==> config.mk <==
export PLATFORM = sky130hd
export DESIGN_NAME = port_rtc
export DESIGN_NICKNAME = d
export VERILOG_FILES = /design/src/rtl/rtc_pkg.sv /design/src/rtl/port_rtc_tick.sv /design/src/rtl/port_rtc_secdiv.sv /design/src/rtl/port_rtc_regs.sv /design/src/rtl/port_rtc.sv
export SDC_FILE = /design/constraint.sdc
export NUM_CORES = 1
export LEC_CHECK = 0
export BUFFER_PORTS_ARGS = -buffer_cell sky130_fd_sc_hd__buf_4
export CAP_MARGIN = 20
export CELL_PAD_IN_SITES_DETAIL_PLACEMENT = 1
export CELL_PAD_IN_SITES_GLOBAL_PLACEMENT = 1
export CORE_MARGIN = 2
export CORE_UTILIZATION = 52
export DETAILED_ROUTE_END_ITERATION = 16
export PLACE_DENSITY_LB_ADDON = 0.1
export SYNTH_ARGS = -nofsm -noshare
export SYNTH_HDL_FRONTEND = slang
export SYNTH_SLANG_ARGS = --single-unit
==> constraint.sdc <==
create_clock -name clk -period 4.4 [get_ports clk]
set_input_delay 0.44 -clock clk [delete_from_list [all_inputs] [get_ports clk]]
set_output_delay 0.44 -clock clk [all_outputs]
set_load 0.01 [all_outputs]
==> src/rtl/rtc_pkg.sv <==
package rtc_pkg;
  localparam int DW = 8;
  localparam int NFLD = 7;
  localparam int NCTL = 4;
  localparam int F_SEC  = 0;
  localparam int F_MON  = 5;
  localparam int F_YEAR = 6;
  localparam logic [DW-1:0] FLD_BASE = 8'h20;
  localparam logic [DW-1:0] FLD_END  = FLD_BASE + 8'(NFLD);
  localparam logic [DW-1:0] CTL_BASE = 8'h30;
  localparam logic [DW-1:0] CTL_END  = CTL_BASE + 8'(NCTL);
  localparam logic [DW-1:0] YEAR_OFS = 8'd52;
  localparam logic [DW-1:0] SEC_MOD  = 8'd60;

  // value held in the field after a data-port write
  function automatic logic [DW-1:0] store_fld(int k, logic [DW-1:0] w);
    case (k)
      F_MON:   return w - 8'd1;
      F_YEAR:  return w + YEAR_OFS;
      default: return w;
    endcase
  endfunction

  // value presented on a data-port read
  function automatic logic [DW-1:0] show_fld(int k, logic [DW-1:0] s);
    case (k)
      F_MON:   return s + 8'd1;
      F_YEAR:  return s - YEAR_OFS;
      default: return s;
    endcase
  endfunction

  // reset contents: every field reads zero except month, which reads one
  function automatic logic [DW-1:0] rst_fld(int k);
    return (k == F_YEAR) ? YEAR_OFS : 8'd0;
  endfunction

  // seconds step, summed in nine bits so large written values wrap sanely
  function automatic logic [DW-1:0] sec_next(logic [DW-1:0] s);
    logic [DW:0] t;
    t = {1'b0, s} + 9'd1;
    return 8'(t % {1'b0, SEC_MOD});
  endfunction
endpackage

==> src/rtl/port_rtc_tick.sv <==
module port_rtc_tick #(
  parameter int DIV_W = 16
) (
  input  logic             clk,
  input  logic             rst_n,
  input  logic [DIV_W-1:0] div_i,
  output logic             irq_o
);
  logic [DIV_W-1:0] cnt_q;
  logic             at_limit;

  // >= so that lowering the divider mid-count restarts at once
  assign at_limit = (cnt_q >= div_i);

  always_ff @(posedge clk or negedge rst_n) begin
    if (!rst_n) begin
      cnt_q <= '0;
      irq_o <= 1'b0;
    end else if (at_limit) begin
      cnt_q <= '0;
      irq_o <= 1'b1;
    end else begin
      cnt_q <= cnt_q + 1'b1;
      irq_o <= 1'b0;
    end
  end

  // a pulse is always issued together with a restarted count
  p_restart_r3: assert property (@(posedge clk) disable iff (!rst_n)
    irq_o |-> (cnt_q == '0));
endmodule

==> src/rtl/port_rtc_secdiv.sv <==
module port_rtc_secdiv #(
  parameter int IRQ_PER_SEC = 1024
) (
  input  logic clk,
  input  logic rst_n,
  input  logic irq_i,
  output logic sec_adv_o
);
  localparam int CW = $clog2(IRQ_PER_SEC);
  localparam logic [CW-1:0] LAST = CW'(IRQ_PER_SEC - 1);

  logic [CW-1:0] icnt_q;

  assign sec_adv_o = irq_i && (icnt_q == LAST);

  always_ff @(posedge clk or negedge rst_n) begin
    if (!rst_n)
      icnt_q <= '0;
    else if (irq_i)
      icnt_q <= (icnt_q == LAST) ? '0 : icnt_q + 1'b1;
  end

  // the pulse that advances seconds also wraps the pulse counter
  p_wrap_r4: assert property (@(posedge clk) disable iff (!rst_n)
    sec_adv_o |=> (icnt_q == '0));
endmodule

==> src/rtl/port_rtc_regs.sv <==
module port_rtc_regs
  import rtc_pkg::*;
(
  input  logic          clk,
  input  logic          rst_n,
  input  logic          wr_en_i,
  input  logic          rd_en_i,
  input  logic          port_sel_i,
  input  logic [DW-1:0] wdata_i,
  input  logic          sec_adv_i,
  output logic [DW-1:0] rdata_o,
  output logic          rd_valid_o,
  output logic          err_o
);
  logic [DW-1:0] idx_q;
  logic [DW-1:0] fld_w [NFLD];
  logic [DW-1:0] fofs;
  logic [DW-1:0] fld_view;
  logic idx_wr, data_wr, data_rd;
  logic in_fld, in_ctl, sec_wr;

  assign idx_wr  = wr_en_i & ~port_sel_i;
  assign data_wr = wr_en_i &  port_sel_i;
  assign data_rd = rd_en_i &  port_sel_i;
  assign fofs    = idx_q - FLD_BASE;
  assign in_fld  = (idx_q >= FLD_BASE) && (idx_q < FLD_END);
  assign in_ctl  = (idx_q >= CTL_BASE) && (idx_q < CTL_END);
  assign sec_wr  = data_wr && in_fld && (fofs == 8'(F_SEC));

  always_comb begin
    fld_view = '0;
    for (int k = 0; k < NFLD; k++)
      if (in_fld && (fofs == 8'(k)))
        fld_view = show_fld(k, fld_w[k]);
  end

  for (genvar k = 0; k < NFLD; k++) begin : g_fld
    logic          wr_k;
    logic [DW-1:0] q;
    assign wr_k = data_wr && in_fld && (fofs == 8'(k));
    if (k == F_SEC) begin : g_sec
      // a software write wins over a same-cycle advance
      always_ff @(posedge clk or negedge rst_n) begin
        if (!rst_n)         q <= rst_fld(k);
        else if (wr_k)      q <= store_fld(k, wdata_i);
        else if (sec_adv_i) q <= sec_next(q);
      end
    end else begin : g_plain
      always_ff @(posedge clk or negedge rst_n) begin
        if (!rst_n)    q <= rst_fld(k);
        else if (wr_k) q <= store_fld(k, wdata_i);
      end
    end
    assign fld_w[k] = q;
  end

  always_ff @(posedge clk or negedge rst_n) begin
    if (!rst_n) begin
      idx_q      <= '0;
      rdata_o    <= '0;
      rd_valid_o <= 1'b0;
      err_o      <= 1'b0;
    end else begin
      if (idx_wr) idx_q <= wdata_i;
      rd_valid_o <= rd_en_i;
      if (!rd_en_i)        rdata_o <= '0;
      else if (!port_sel_i) rdata_o <= idx_q;
      else                 rdata_o <= fld_view;
      err_o <= (data_wr | data_rd) & ~(in_fld | in_ctl);
    end
  end

  // index only moves on an index-port write
  p_idx_hold_r1: assert property (@(posedge clk) disable iff (!rst_n)
    !idx_wr |=> $stable(idx_q));
  // valid data only follows a read strobe
  p_valid_follows_r2: assert property (@(posedge clk) disable iff (!rst_n)
    rd_valid_o |-> $past(rd_en_i));
  // an advance never leaves seconds out of range
  p_sec_range_r4: assert property (@(posedge clk) disable iff (!rst_n)
    (sec_adv_i && !sec_wr) |=> (fld_w[F_SEC] < SEC_MOD));
  // a faulting read returns zero
  p_err_zero_r9: assert property (@(posedge clk) disable iff (!rst_n)
    (err_o && rd_valid_o) |-> (rdata_o == '0));
endmodule

==> src/rtl/port_rtc.sv <==
module port_rtc
  import rtc_pkg::*;
#(
  parameter int DIV_W       = 16,
  parameter int IRQ_PER_SEC = 1024
) (
  input  logic             clk,
  input  logic             rst_n,
  input  logic [DIV_W-1:0] tick_div_i,
  input  logic             wr_en_i,
  input  logic             rd_en_i,
  input  logic             port_sel_i,
  input  logic [DW-1:0]    wdata_i,
  output logic [DW-1:0]    rdata_o,
  output logic             rd_valid_o,
  output logic             err_o,
  output logic             irq_o
);
  logic irq_w;
  logic sec_adv_w;

  port_rtc_tick #(.DIV_W(DIV_W)) u_tick (
    .clk   (clk),
    .rst_n (rst_n),
    .div_i (tick_div_i),
    .irq_o (irq_w)
  );

  port_rtc_secdiv #(.IRQ_PER_SEC(IRQ_PER_SEC)) u_secdiv (
    .clk       (clk),
    .rst_n     (rst_n),
    .irq_i     (irq_w),
    .sec_adv_o (sec_adv_w)
  );

  port_rtc_regs u_regs (
    .clk        (clk),
    .rst_n      (rst_n),
    .wr_en_i    (wr_en_i),
    .rd_en_i    (rd_en_i),
    .port_sel_i (port_sel_i),
    .wdata_i    (wdata_i),
    .sec_adv_i  (sec_adv_w),
    .rdata_o    (rdata_o),
    .rd_valid_o (rd_valid_o),
    .err_o      (err_o)
  );

  assign irq_o = irq_w;
endmodule

Word-level counts from Yosys, hierarchy flattened
Cells that the tools add are included.

storage, ports and cells
  register bits = 101
  bits of input ports = 29

operators by class
  $add $sub $neg = 8
  div/mod/pow operators = 1
  $lt $le $gt $ge = 5
  equal/unequal tests = 7
  muxes and demuxes = 14
  bitwise gates (word level) = 8
  reductions and logical operators = 20

operators by type and width
  cell                     number
  $mux W8                  11
  $eq A8 B3 Y1 const B     3
  $logic_and A1 B1 Y1      18
  $add A16 B1 Y16 const B  1
  $eq A8 B2 Y1 const B     2
  $ge A16 B16 Y1           1
  $ge A8 B6 Y1 const B     2
  $lt A8 B6 Y1 const B     2
  $mux W16                 1
  $sub A8 B6 Y8 const B    2
  $add A10 B1 Y10 const B  1
  $eq A10 B10 Y1 const B   1
  $mux W10                 1
  $add A8 B1 Y9 const B    1
  $mod A9 B6 Y9 const B    1
  $add A8 B1 Y8 const B    1
  $add A8 B6 Y8 const B    1
  $eq A8 B1 Y1 const B     1
  $logic_not A8 Y1         1
  $sub A8 B1 Y8 const B    1
  $and A1 B1 Y1            4
  $not A1 Y1               2
  $or A1 B1 Y1             2
  $reduce_bool A2 Y1       1
  $mux W1                  1

Logic depth before layout (Yosys ltp)
Gate-level depths: netlist of run 1.

  word-level depth = 12
  mapped depth = 11
  gate-level depth less buffers = 10

By module
Synthesis of run 1 repeated with hierarchy kept, for this count alone.

unflattened totals
  cells, all modules = 581
  area total of the unflattened synthesis = 6009.5 um^2

modules (own cells, without submodules)
  module           instances  cells each  area an instance (um^2)
  port_rtc_regs    1          401         4205.3
  port_rtc_tick    1          131         1285.0
  port_rtc_secdiv  1          49          519.2

Worst setup path before layout of run 1
Ideal clock, no wire load.

  path kind = register to register
  from = register u_regs.g_fld[0].q[0]
  to = register u_regs.g_fld[0].q[5]
  arrival time = 2509 ps
  required time = 4290 ps
  slack = 1780 ps
  stages on the path, launching flop included = 12
  buffers on the path = 2
  cell sequence = dfrtp_1 > ha_1 > and4_4 > buf_6 > o211a_1 > o32a_1 > buf_6 > nor3_4 > mux2_4 > nor3_1 > a21oi_1 > o41ai_1

between the ends
  longest elaborated chain between the ends = 4

RTL lines
  what                      line                 RTL
  start: declaration        port_rtc_regs.sv:39  logic [DW-1:0] q;
  start signal: assignment  port_rtc_regs.sv:44  if (!rst_n) q <= rst_fld(k);
  start signal: assignment  port_rtc_regs.sv:45  else if (wr_k) q <= store_fld(k, wdata_i);
  start signal: assignment  port_rtc_regs.sv:46  else if (sec_adv_i) q <= sec_next(q);
  $add A8 B1 Y9             rtc_pkg.sv:41        t = {1'b0, s} + 9'd1;
  $mod A9 B6 Y9             rtc_pkg.sv:42        return 8'(t % {1'b0, SEC_MOD});
  $mux W8                   port_rtc_regs.sv:46
  $mux W8                   port_rtc_regs.sv:45

Every way passes these cells. The select of a mux whose other input is x is not followed.
A chain may end at the register's enable or synchronous reset.

Final worst setup path of run 1
  from = register u_regs.g_fld[0].q[1]
  to = register u_regs.g_fld[0].q[4]

Same word-level chain as after synthesis.

==> flow_metrics.py, run 1 <==
metrics = {
    "status": {
        "status": "finished clean",
    },
    "setup_path": {
        "start_kind": "register",
        "r2r_end": "u_regs.g_fld[0].q[4]",
        "cp.arrival_ns": 3.42,
        "rr_worst_depth": 9,
        "rrSetupSlack_ns": 1.21,
        "cp_max_fo": 16,
        "crit_family": "compound AO/OA/AOI/OAI gates",
        "cpMaxStageDelayCell": "ha_1",
        "crit_required_ns": 4.63,
        "startpoint": "u_regs.g_fld[0].q[1]",
        "setup.worst_path.class": "register to register",
        "path_cells": "ha_1, nand3_1, xnor2_1, o32a_1, nor3_4, mux2_4, nor2_1, a211oi_1, a222oi_1",
        "reg2reg_from": "u_regs.g_fld[0].q[1]",
        "critPathBufInv": 0,
        "max_stage_delay_ns": 0.53,
        "setup.worst_path.end_class": "register",
    },
    "clock_network": {
        "cts_buffer_depth": 2,
        "tritoncts": "yes",
        "cts_hold_buf": 0,
        "clk_pin_slew_ns": 0.07,
        "insertion_delay_ns": 0.35,
        "cts.sinks": 101,
        "cts_resized": 0,
        "clk_root_buffer_cell": "clkbuf_16",
        "htreeDepth": 3,
        "post-cts-setup-buffer-count": 0,
        "cts_buffers": 9,
    },
    "detailed_routing": {
        "ant_nets": 0,
        "drt-initial-drc-count": 446,
        "dr.pass1.iters": 4,
        "vias": 4701,
        "wl_mm": 15.7,
        "routedWlPerCell_um": 20.5,
        "drc": 0,
        "avgViaCountPerCell": 6.14,
    },
    "synthesis": {
        "ys_types": 64,
        "synth_cells": 601,
        "synth_top_area_cell": "dfrtp_1",
        "synth_edf_count": 0,
        "syn_area_sq_mm": 0.00593,
        "yosys_most_used_dff": "dfrtp_1",
        "synth_seq_cells": 101,
        "syn_nets": 655,
        "synth_seq_area_share_pct": 42.7,
        "synth_top_area_share_pct": 41.4,
        "async_reset_ff_share_pct": 100,
        "yosysWarnings": 0,
        "synth_area_leaders": "dfrtp_1 41%, mux2_2 5.5%, ha_1 5.3%, xnor2_1 4.1%, o21ai_0 3.8%",
        "syn_avg_cell_area_sq_um": 9.86,
    },
    "global_route": {
        "grt_usage_pct": 26.4,
        "grt_busiest_layer": "met2",
        "grt_first_pass_wirelength_mm": 26.2,
        "grt-ovfl-total": 0,
        "grtUsageMet2_pct": 44.2,
        "grt_pass1_vias": 5123,
        "met1_usage_pct": 36.1,
        "antenna_found_initial": 0,
        "grt_max_degree": 61,
        "grt.met3_usage_pct": 3.88,
    },
    "place": {
        "globalplace.congestion": 0.921,
        "post_dp_cell_area_sq_mm": 0.00627,
        "io_buffers": 39,
        "dp_hpwl_mm": 11.0,
    },
    "layout": {
        "multiInputGateArea_sq_mm": 0.00313,
        "final_core_util_pct": 59.9,
        "ff_latch_area_sq_mm": 0.00253,
        "nets": 675,
        "fin_area_sq_mm": 0.00658,
        "syn_to_final_growth_pct": 11.1,
        "n_fill_cell": 1220,
        "drive_gt1_share_pct": 17.3,
        "antennaDiodeCount": 0,
    },
    "sta": {
        "fin_setup_tns_ns": 0,
        "tightest_slew_ns": 1.07,
        "fin_crit_sh_pct": 72.5,
        "finClkSkew_ns": 0.00830,
        "rsz0062_at_grt": "no",
        "hold_violations": 0,
        "slew_headroom_pct": 28.5,
        "setup_viol": 0,
        "fmax_mhz": 313,
        "whs_ns": 0.184,
        "slew_violations": 0,
        "fin_crit_ns": 3.19,
    },
    "floorplan": {
        "start_util_pct": 54.0,
        "die_y_um": 111,
        "die_area_sq_mm": 0.0123,
        "ios": 40,
        "chipWidth_um": 111,
        "row_count": 38,
        "coreArea_sq_mm": 0.0110,
    },
    "power_and_ir_drop": {
        "pwr-share-clk_pct": 32.8,
        "p_leak_nw": 2.99,
        "finalPower_mw": 2.53,
        "netSwitchingPower_uw": 797,
        "internal_power_mw": 1.73,
        "powerDensity_mw_per_mm2": 384,
        "vdd_drop_max_mv": 0.203,
        "p_seq_share_pct": 46.5,
        "switching_share_pct": 31.5,
        "pwr-share-comb_pct": 20.8,
    },
    "min_path": {
        "hold_path.class": "primary input to async pin",
    },
    "flow_run": {
        "cap_violations": 0,
    },
}
## placed cells by master (no fill, tap or decap), types with 21 or more instances in the layout
master   synthesis  layout
dfrtp_1         98      98
o21ai_0         45      45
xnor2_1         28      28
nor2_1          30      30
xor2_1          21      21
ha_1            25      25
inv_1           31      31
buf_4            0      43
a21oi_1         29      29
nand2_1         50      50
mux2_2          29      29
nand3_1         32      32
## worst max path at each step
| stage | end | slack [ns] | depth (start not counted) |
|---|---|---|---|
| detailed placement | u_regs.g_fld[0].q[4] | 1.28 | 9 |
| CTS | u_regs.g_fld[0].q[4] | 1.25 | 9 |
| finish | u_regs.g_fld[0].q[4] | 1.21 | 9 |
| floorplan | u_regs.g_fld[0].q[5] | 1.78 | 11 |
| global route | u_regs.g_fld[0].q[2] | 1.02 | 9 |
| global placement | u_tick.irq_o | 1.37 | 10 |
## worst register-to-register path: stages (launching register included)
cell and delay (ns):
dfrtp_1 0.45, ha_1 0.53, nand3_1 0.24, xnor2_1 0.21, o32a_1 0.51, nor3_4 0.23, mux2_4 0.35, nor2_1 0.11
a211oi_1 0.09, a222oi_1 0.34
## area by class of cell
cell class | instances | area share (%)
multi-input combinational | 435 | 47.5
clock buffer | 10 | 3.63
inverter | 31 | 1.77
clock inverter | 6 | 1.06
timing repair buffer | 43 | 4.90
sequential | 101 | 38.5
tap | 140 | 2.66
## cells in the mapped netlist (all sizes together) (3+ instances only)
master / instances
a22oi: 4
and3: 10
o41ai: 3
nor3: 9
mux2: 30
dfrtp: 98
or2: 3
xor2: 21
nor4: 6
nand4: 9
o211a: 4
inv: 31
nor2b: 10
dfstp: 3
mux2i: 4
o21ai: 45
nor2: 30
buf: 6
nand2b: 10
and4: 3
a21oi: 29
mux4: 8
a22o: 3
a21boi: 3
clkbuf: 28
a21o: 7
nand3: 32
o211ai: 3
ha: 25
xnor2: 28
a211oi: 9
nand2: 50
and2: 4
o21a: 3
## per-stage QoR
stage	setup WS, ns	instances
5_1_grt	1.02	766
6_report	1.21	766
3_3_place_gp	1.37	748
2_1_floorplan	1.78	601
4_1_cts	1.25	766
3_5_place_dp	1.28	750
## cell families after synthesis
logic type	Yosys count	synth area share, %
compound gates	136	14.7
simple gates	183	16.1
xor+xnor	49	7.24
buf+inv	65	4.52
mux	42	9.48
fa+ha+maj	25	5.28
flops	101	42.7
## metal layers
layer / vias to the layer above / routed length [um]
li1: 2180 / -
met1: 2388 / 6800
met2: 112 / 7800
met3: 21 / 860
met4: 0 / 227
met5: - / 0
## power groups by stage
stage,clock network [mW],registers (mW),logic [mW]
6_report,0.828,1.18,0.525
5_1_grt,0.874,1.19,0.596
4_1_cts,0.837,1.17,0.530
3_5_place_dp,0,1.19,0.518
3_3_place_gp,0,1.18,0.466
2_1_floorplan,0,1.12,0.383
## registers in the layout, indices dropped and copies added (netlist names)
| signal | flops |
|---|---|
| u_regs.idx_q | 8 |
| u_regs.g_fld.q | 56 |
| u_regs.err_o | 1 |
| u_secdiv.icnt_q | 10 |
| u_tick.cnt_q | 16 |
| u_regs.rdata_o | 8 |
| u_regs.rd_valid_o | 1 |
| u_tick.irq_o | 1 |
Note: power is estimated with default switching activity, not from simulation.
==> run 2: changes to the inputs <==
--- a/config.mk
+++ b/config.mk
@@ -10,7 +10,7 @@
 export CELL_PAD_IN_SITES_DETAIL_PLACEMENT = 1
 export CELL_PAD_IN_SITES_GLOBAL_PLACEMENT = 1
 export CORE_MARGIN = 2
-export CORE_UTILIZATION = 52
+export CORE_UTILIZATION = 43
 export DETAILED_ROUTE_END_ITERATION = 16
 export PLACE_DENSITY_LB_ADDON = 0.1
 export SYNTH_ARGS = -nofsm -noshare
==> constraint.sdc (replaced) <==
create_clock -name clk -period 2.7 [get_ports clk]
set_input_delay 0.27 -clock clk [delete_from_list [all_inputs] [get_ports clk]]
set_output_delay 0.27 -clock clk [all_outputs]
set_load 0.01 [all_outputs]
==> run 2 against run 1 <==
Effect of this change: clock-buffer cell count grew 1; largest cell class unchanged; sequential power is 58% higher; hold slack lost 0.075 ns.
==> flow_metrics.py, run 2 (synthesis gave the netlist of run 1 again) <==
metrics = {
    "layout": {
        "top_register": "u_regs.g_fld.q",
        "syn_to_final_growth_pct": 16.1,
        "mostFrequentLayoutCells": "98 x dfrtp_1, 67 x buf_4, 50 x nand2_1",
        "final_core_util_pct": 51.6,
        "final_common_cell": "dfrtp_1",
        "largestRegisters": "u_regs.g_fld.q (56), u_tick.cnt_q (16), u_secdiv.icnt_q (10)",
        "largest_reg_flops": 56,
        "nets": 702,
        "drive_gt1_share_pct": 21.0,
        "antennaDiodeCount": 0,
    },
    "floorplan": {
        "chipWidth_um": 121,
        "die_area_sq_mm": 0.0147,
        "coreArea_sq_mm": 0.0133,
        "start_util_pct": 44.4,
        "row_count": 42,
        "ios": 40,
        "die_y_um": 121,
    },
    "sta": {
        "setup_viol": 0,
        "tightest_slew_ns": 0.863,
        "slew_violations": 0,
        "finClkSkew_ns": 0.00626,
        "fmax_mhz": 397,
        "slew_headroom_pct": 42.4,
        "rsz0062_at_grt": "yes",
        "hold_violations": 0,
        "fin_crit_ns": 2.52,
        "fin_crit_sh_pct": 93.3,
    },
    "clock_network": {
        "cts_buffer_depth": 2,
        "htreeDepth": 3,
        "insertion_delay_ns": 0.35,
        "cts_buffers": 9,
        "cts.sinks": 101,
        "tritoncts": "yes",
        "post-cts-setup-buffer-count": 0,
        "clk_root_buffer_cell": "clkbuf_16",
        "clk_pin_slew_ns": 0.07,
    },
    "setup_path": {
        "start_kind": "register",
        "setup.worst_path.end_class": "register",
        "crit_required_ns": 2.93,
        "setup.worst_path.class": "register to register",
        "cp_max_fo": 9,
        "cp.arrival_ns": 2.75,
    },
    "power_and_ir_drop": {
        "vdd_drop_max_mv": 0.344,
        "netSwitchingPower_mw": 1.30,
        "powerDensity_mw_per_mm2": 606,
        "pwr-share-clk_pct": 31.7,
        "switching_share_pct": 31.3,
        "internal_power_mw": 2.86,
        "p_seq_share_pct": 44.7,
        "p_leak_nw": 3.13,
        "finalPower_mw": 4.17,
        "pwr-share-comb_pct": 23.6,
    },
    "place": {
        "io_buffers": 39,
        "globalplace.congestion": 0.918,
        "dp_hpwl_mm": 11.6,
    },
    "detailed_routing": {
        "drt-initial-drc-count": 283,
        "wl_mm": 15.7,
        "avgViaCountPerCell": 5.72,
        "routedWlPerCell_um": 19.0,
        "dr.pass1.iters": 4,
        "vias": 4744,
        "drc": 0,
        "ant_nets": 0,
    },
    "flow_run": {
        "cap_violations": 0,
    },
    "min_path": {
        "hold_path.class": "primary input to register",
    },
    "status": {
        "status": "finished clean",
    },
    "global_route": {
        "grt_usage_pct": 22.8,
        "antenna_found_initial": 0,
        "grt_first_pass_wirelength_mm": 26.1,
        "grt-ovfl-total": 0,
        "grt_max_degree": 52,
        "grt_pass1_vias": 4974,
    },
}
## run 2: cell types whose count changed in the layout (fill, tap and decap cells not counted), moves of 2 or more
| cell | delta |
|---|---|
| o41ai_1 | -2 |
| clkinv_4 | -2 |
| clkbuf_1 | +2 |
| buf_4 | +24 |
| o41ai_2 | +2 |
| buf_12 | +2 |
## run 2: layout make-up
cell class	instances	area (sq um)
Clock inverter	5	60.1
Multi-Input combinational cell	435	3170
Tap cell	176	220
Fill cell	1509	6470
Clock buffer	11	233
Timing Repair Buffer	70	553
Sequential cell	101	2530
Inverter	31	116
## run 2: worst max-delay path, stage by stage (launching register included)
cell and delay, ns:
dfrtp_1 0.38, ha_1 0.24, buf_4 0.18, nand2b_1 0.14
o311a_1 0.29, a31o_2 0.22, o21bai_2 0.16, nand2b_1 0.12
o41ai_2 0.39, o21bai_1 0.18, nand3_1 0.10
## run 2: power groups by stage
stage / logic [mW] / registers, mW / clock network, mW
3_5_place_dp: 0.945 / 1.89 / 0
2_1_floorplan: 0.624 / 1.83 / 0
5_1_grt: 1.11 / 1.89 / 1.40
6_report: 0.983 / 1.87 / 1.32
3_3_place_gp: 0.890 / 1.88 / 0
4_1_cts: 0.957 / 1.87 / 1.34
## run 2: path summary, 6_finish.rpt
kind,endpoint,slack (ns),from,depth (start not counted)
min in group asynchronous,u_regs.g_fld[0].q[5],0.49,rst_n,2
min reg2reg,u_regs.g_fld[2].q[0],0.49,u_regs.g_fld[2].q[0],2
max,u_regs.g_fld[0].q[2],0.18,u_regs.g_fld[0].q[0],10
max in group asynchronous,u_regs.g_fld[6].q[4],1.44,rst_n,3
max reg2reg,u_regs.g_fld[0].q[2],0.18,u_regs.g_fld[0].q[0],10
min,u_regs.rd_valid_o,0.11,rd_en_i,1
## run 2: what timing repair did
item | in CTS | in global routing
setup endpoints to repair | 1 | 21
hold buffers | 1 | 0
pin swaps | 0 | 2
resized for setup | 1 | 7
hold endpoints to repair | 35 | 0
## run 2: stage by stage
| step | cell area, sq um | cells | TNS [ns] | worst slack (ns) | hold WS (ns) |
|---|---|---|---|---|---|
| 3_3_place_gp | 6540 | 812 | 0 | 0.152 | 0.354 |
| 4_1_cts | 6840 | 829 | 0 | 0.0183 | 0.100 |
| 6_report | 6880 | 829 | 0 | 0.180 | 0.109 |
| 5_1_grt | 6880 | 829 | -0.0305 | -0.0173 | 0.106 |
| 3_5_place_dp | 6540 | 812 | 0 | 0.0112 | 0.363 |
| 2_1_floorplan | 5930 | 601 | 0 | 0.0805 | -0.0256 |
## run 2: per-layer routing
metal / vias up / track usage [%] / routed length (um)
met1: 2407 / 31.6 / 7510
met4: 0 / 5.46 / 202
li1: 2242 / - / -
met5: - / 0 / 0
met2: 77 / 37.2 / 7450
met3: 18 / 4.32 / 570
==> run 3: changes to the inputs <==
--- a/config.mk
+++ b/config.mk
@@ -10,7 +10,7 @@
 export CELL_PAD_IN_SITES_DETAIL_PLACEMENT = 1
 export CELL_PAD_IN_SITES_GLOBAL_PLACEMENT = 1
 export CORE_MARGIN = 2
-export CORE_UTILIZATION = 43
+export CORE_UTILIZATION = 52
 export DETAILED_ROUTE_END_ITERATION = 16
 export PLACE_DENSITY_LB_ADDON = 0.1
 export SYNTH_ARGS = -nofsm -noshare
==> constraint.sdc (replaced) <==
create_clock -name clk -period 3.1 [get_ports clk]
set_input_delay 0.31 -clock clk [delete_from_list [all_inputs] [get_ports clk]]
set_output_delay 0.31 -clock clk [all_outputs]
set_load 0.01 [all_outputs]
==> run 3 against run 2 <==
Effect of this change: clock power decreased by 14%; clock-buffer cell count decreased by 1; cell count decreased by 6.5%; via count increased by 0.93%; non-clock buffer count decreased by 18; final area decreased by 3.5%; first-iteration DRC count increased by 12%; hold slack got worse by 0.020 ns; critical endpoint is now u_regs.g_fld[0].q[5]; largest power group unchanged.
==> flow_metrics.py, run 3 (synthesis gave the netlist of run 1 again) <==
metrics = {
    "status": {
        "status": "finished clean",
    },
    "setup_path": {
        "setup.worst_path.class": "register to register",
        "start_kind": "register",
        "crit_path_end": "u_regs.g_fld[0].q[5]",
        "cp.arrival_ns": 3.06,
        "setup.worst_path.end_class": "register",
        "crit_required_ns": 3.33,
        "rr_worst_depth": 9,
        "path_cells": "ha_2, nand3_1, xnor2_1, o32a_1, nor3_4, mux2_4, nor3_1, a21oi_1, o41ai_1",
        "cpMaxStageDelayCell": "o32a_1",
        "r2r_end": "u_regs.g_fld[0].q[5]",
        "startpoint": "u_regs.g_fld[0].q[0]",
        "reg2reg_from": "u_regs.g_fld[0].q[0]",
        "max_stage_delay_ns": 0.50,
        "rrSetupSlack_ns": 0.27,
        "cp_max_fo": 9,
    },
    "clock_network": {
        "clk_root_buffer_cell": "clkbuf_16",
        "clk_pin_slew_ns": 0.07,
        "cts_hold_buf": 0,
        "cts_buffers": 9,
        "tritoncts": "yes",
        "htreeDepth": 3,
        "cts_resized": 0,
        "cts_buffer_depth": 2,
        "insertion_delay_ns": 0.35,
        "cts.sinks": 101,
        "post-cts-setup-buffer-count": 0,
    },
    "floorplan": {
        "die_y_um": 111,
        "chipWidth_um": 111,
        "row_count": 38,
        "die_area_sq_mm": 0.0123,
        "start_util_pct": 54.0,
        "ios": 40,
        "coreArea_sq_mm": 0.0110,
    },
    "global_route": {
        "grt_busiest_layer": "met2",
        "grt_first_pass_wirelength_mm": 26.8,
        "antenna_found_initial": 0,
        "grt_max_degree": 71,
        "grt-ovfl-total": 0,
        "grt_usage_pct": 27.4,
        "met1_usage_pct": 37.1,
        "grt.met3_usage_pct": 3.99,
        "grt_pass1_vias": 5106,
        "grtUsageMet2_pct": 44.7,
    },
    "sta": {
        "finClkSkew_ns": 0.0119,
        "hold_violations": 0,
        "fin_crit_ns": 2.83,
        "fin_crit_sh_pct": 91.3,
        "rsz0062_at_grt": "no",
        "fin_setup_tns_ns": 0,
        "slew_headroom_pct": 38.9,
        "tightest_slew_ns": 0.917,
        "setup_viol": 0,
        "slew_violations": 0,
        "fmax_mhz": 353,
    },
    "place": {
        "globalplace.congestion": 0.891,
        "dp_hpwl_mm": 11.5,
        "io_buffers": 39,
    },
    "power_and_ir_drop": {
        "p_leak_nw": 3.03,
        "vdd_drop_max_mv": 0.404,
        "powerDensity_mw_per_mm2": 533,
    },
    "detailed_routing": {
        "ant_nets": 0,
        "drt-initial-drc-count": 316,
        "avgViaCountPerCell": 6.18,
        "drc": 0,
        "routedWlPerCell_um": 20.7,
        "wl_mm": 16.0,
        "dr.pass1.iters": 4,
        "vias": 4788,
    },
    "layout": {
        "n_fill_cell": 1249,
        "final_core_util_pct": 60.5,
        "drive_gt1_share_pct": 18.6,
        "final_common_cell": "dfrtp_1",
        "antennaDiodeCount": 0,
        "mostFrequentLayoutCells": "98 x dfrtp_1, 52 x buf_4, 50 x nand2_1",
        "largest_reg_flops": 56,
        "syn_to_final_growth_pct": 12.1,
        "largestRegisters": "u_regs.g_fld.q (56), u_tick.cnt_q (16), u_secdiv.icnt_q (10)",
        "top_register": "u_regs.g_fld.q",
        "nets": 684,
    },
    "flow_run": {
        "cap_violations": 0,
    },
    "min_path": {
        "hold_path.class": "primary input to async pin",
    },
}
run 3: metal layers:
layer  wire [um]  up-vias
li1            -     2205
met1        6930     2451
met2        7980      108
met3         816       24
met4         299        0
met5           0        -
run 3: where the power goes:
group	internal [mW]	leakage (nW)	switching, mW	total [mW]
sequential	1.46	1.33	0.187	1.64
clock	0.627	0.147	0.506	1.13
combinational	0.354	1.55	0.406	0.760
total	2.44	3.03	1.10	3.54
run 3: cell type report:
type / count / area [sq um] / area share [%]
clock inverter: 6 / 62.6 / 0.942
sequential: 101 / 2530 / 38.1
multi-input combinational: 435 / 3140 / 47.2
inverter: 31 / 116 / 1.75
tap: 140 / 175 / 2.64
timing repair buffer: 52 / 390 / 5.88
clock buffer: 10 / 229 / 3.45
run 3: critical path: cells and delay by family, from the launching register on:
kind                     cells  cell delay (ns)
flip-flops                   1             0.48
AO/OA/AOI/OAI                3             0.85
multiplexers                 1             0.35
AND/OR/NAND/NOR              3             0.51
adder cells (fa/ha/maj)      1             0.33
XOR/XNOR                     1             0.19
run 3: through the flow:
step | hold WS (ns) | total power, mW | setup slack (ns) | cell area [sq um] | std cells
after detailed placement | 0.477 | 2.43 | 0.193 | 6340 | 759
after CTS | 0.141 | 3.56 | 0.146 | 6630 | 775
after floorplan | 0.0144 | 2.14 | 0.480 | 5930 | 601
after global placement | 0.458 | 2.36 | 0.291 | 6340 | 759
final | 0.0890 | 3.54 | 0.268 | 6640 | 775
after global routing | 0.159 | 3.73 | 0.00789 | 6640 | 775
run 3: how the worst min path moves through the flow:
stage / cells past startpoint / startpoint / to
after detailed placement: 2 / u_regs.g_fld[6].q[1] / u_regs.g_fld[6].q[1]
after CTS: 1 / rst_n / u_regs.g_fld[0].q[4]
after floorplan: 0 / rst_n / u_regs.err_o
after global routing: 1 / rd_en_i / u_regs.rd_valid_o
final: 1 / rst_n / u_secdiv.icnt_q[6]
after global placement: 2 / u_regs.g_fld[2].q[4] / u_regs.g_fld[2].q[4]
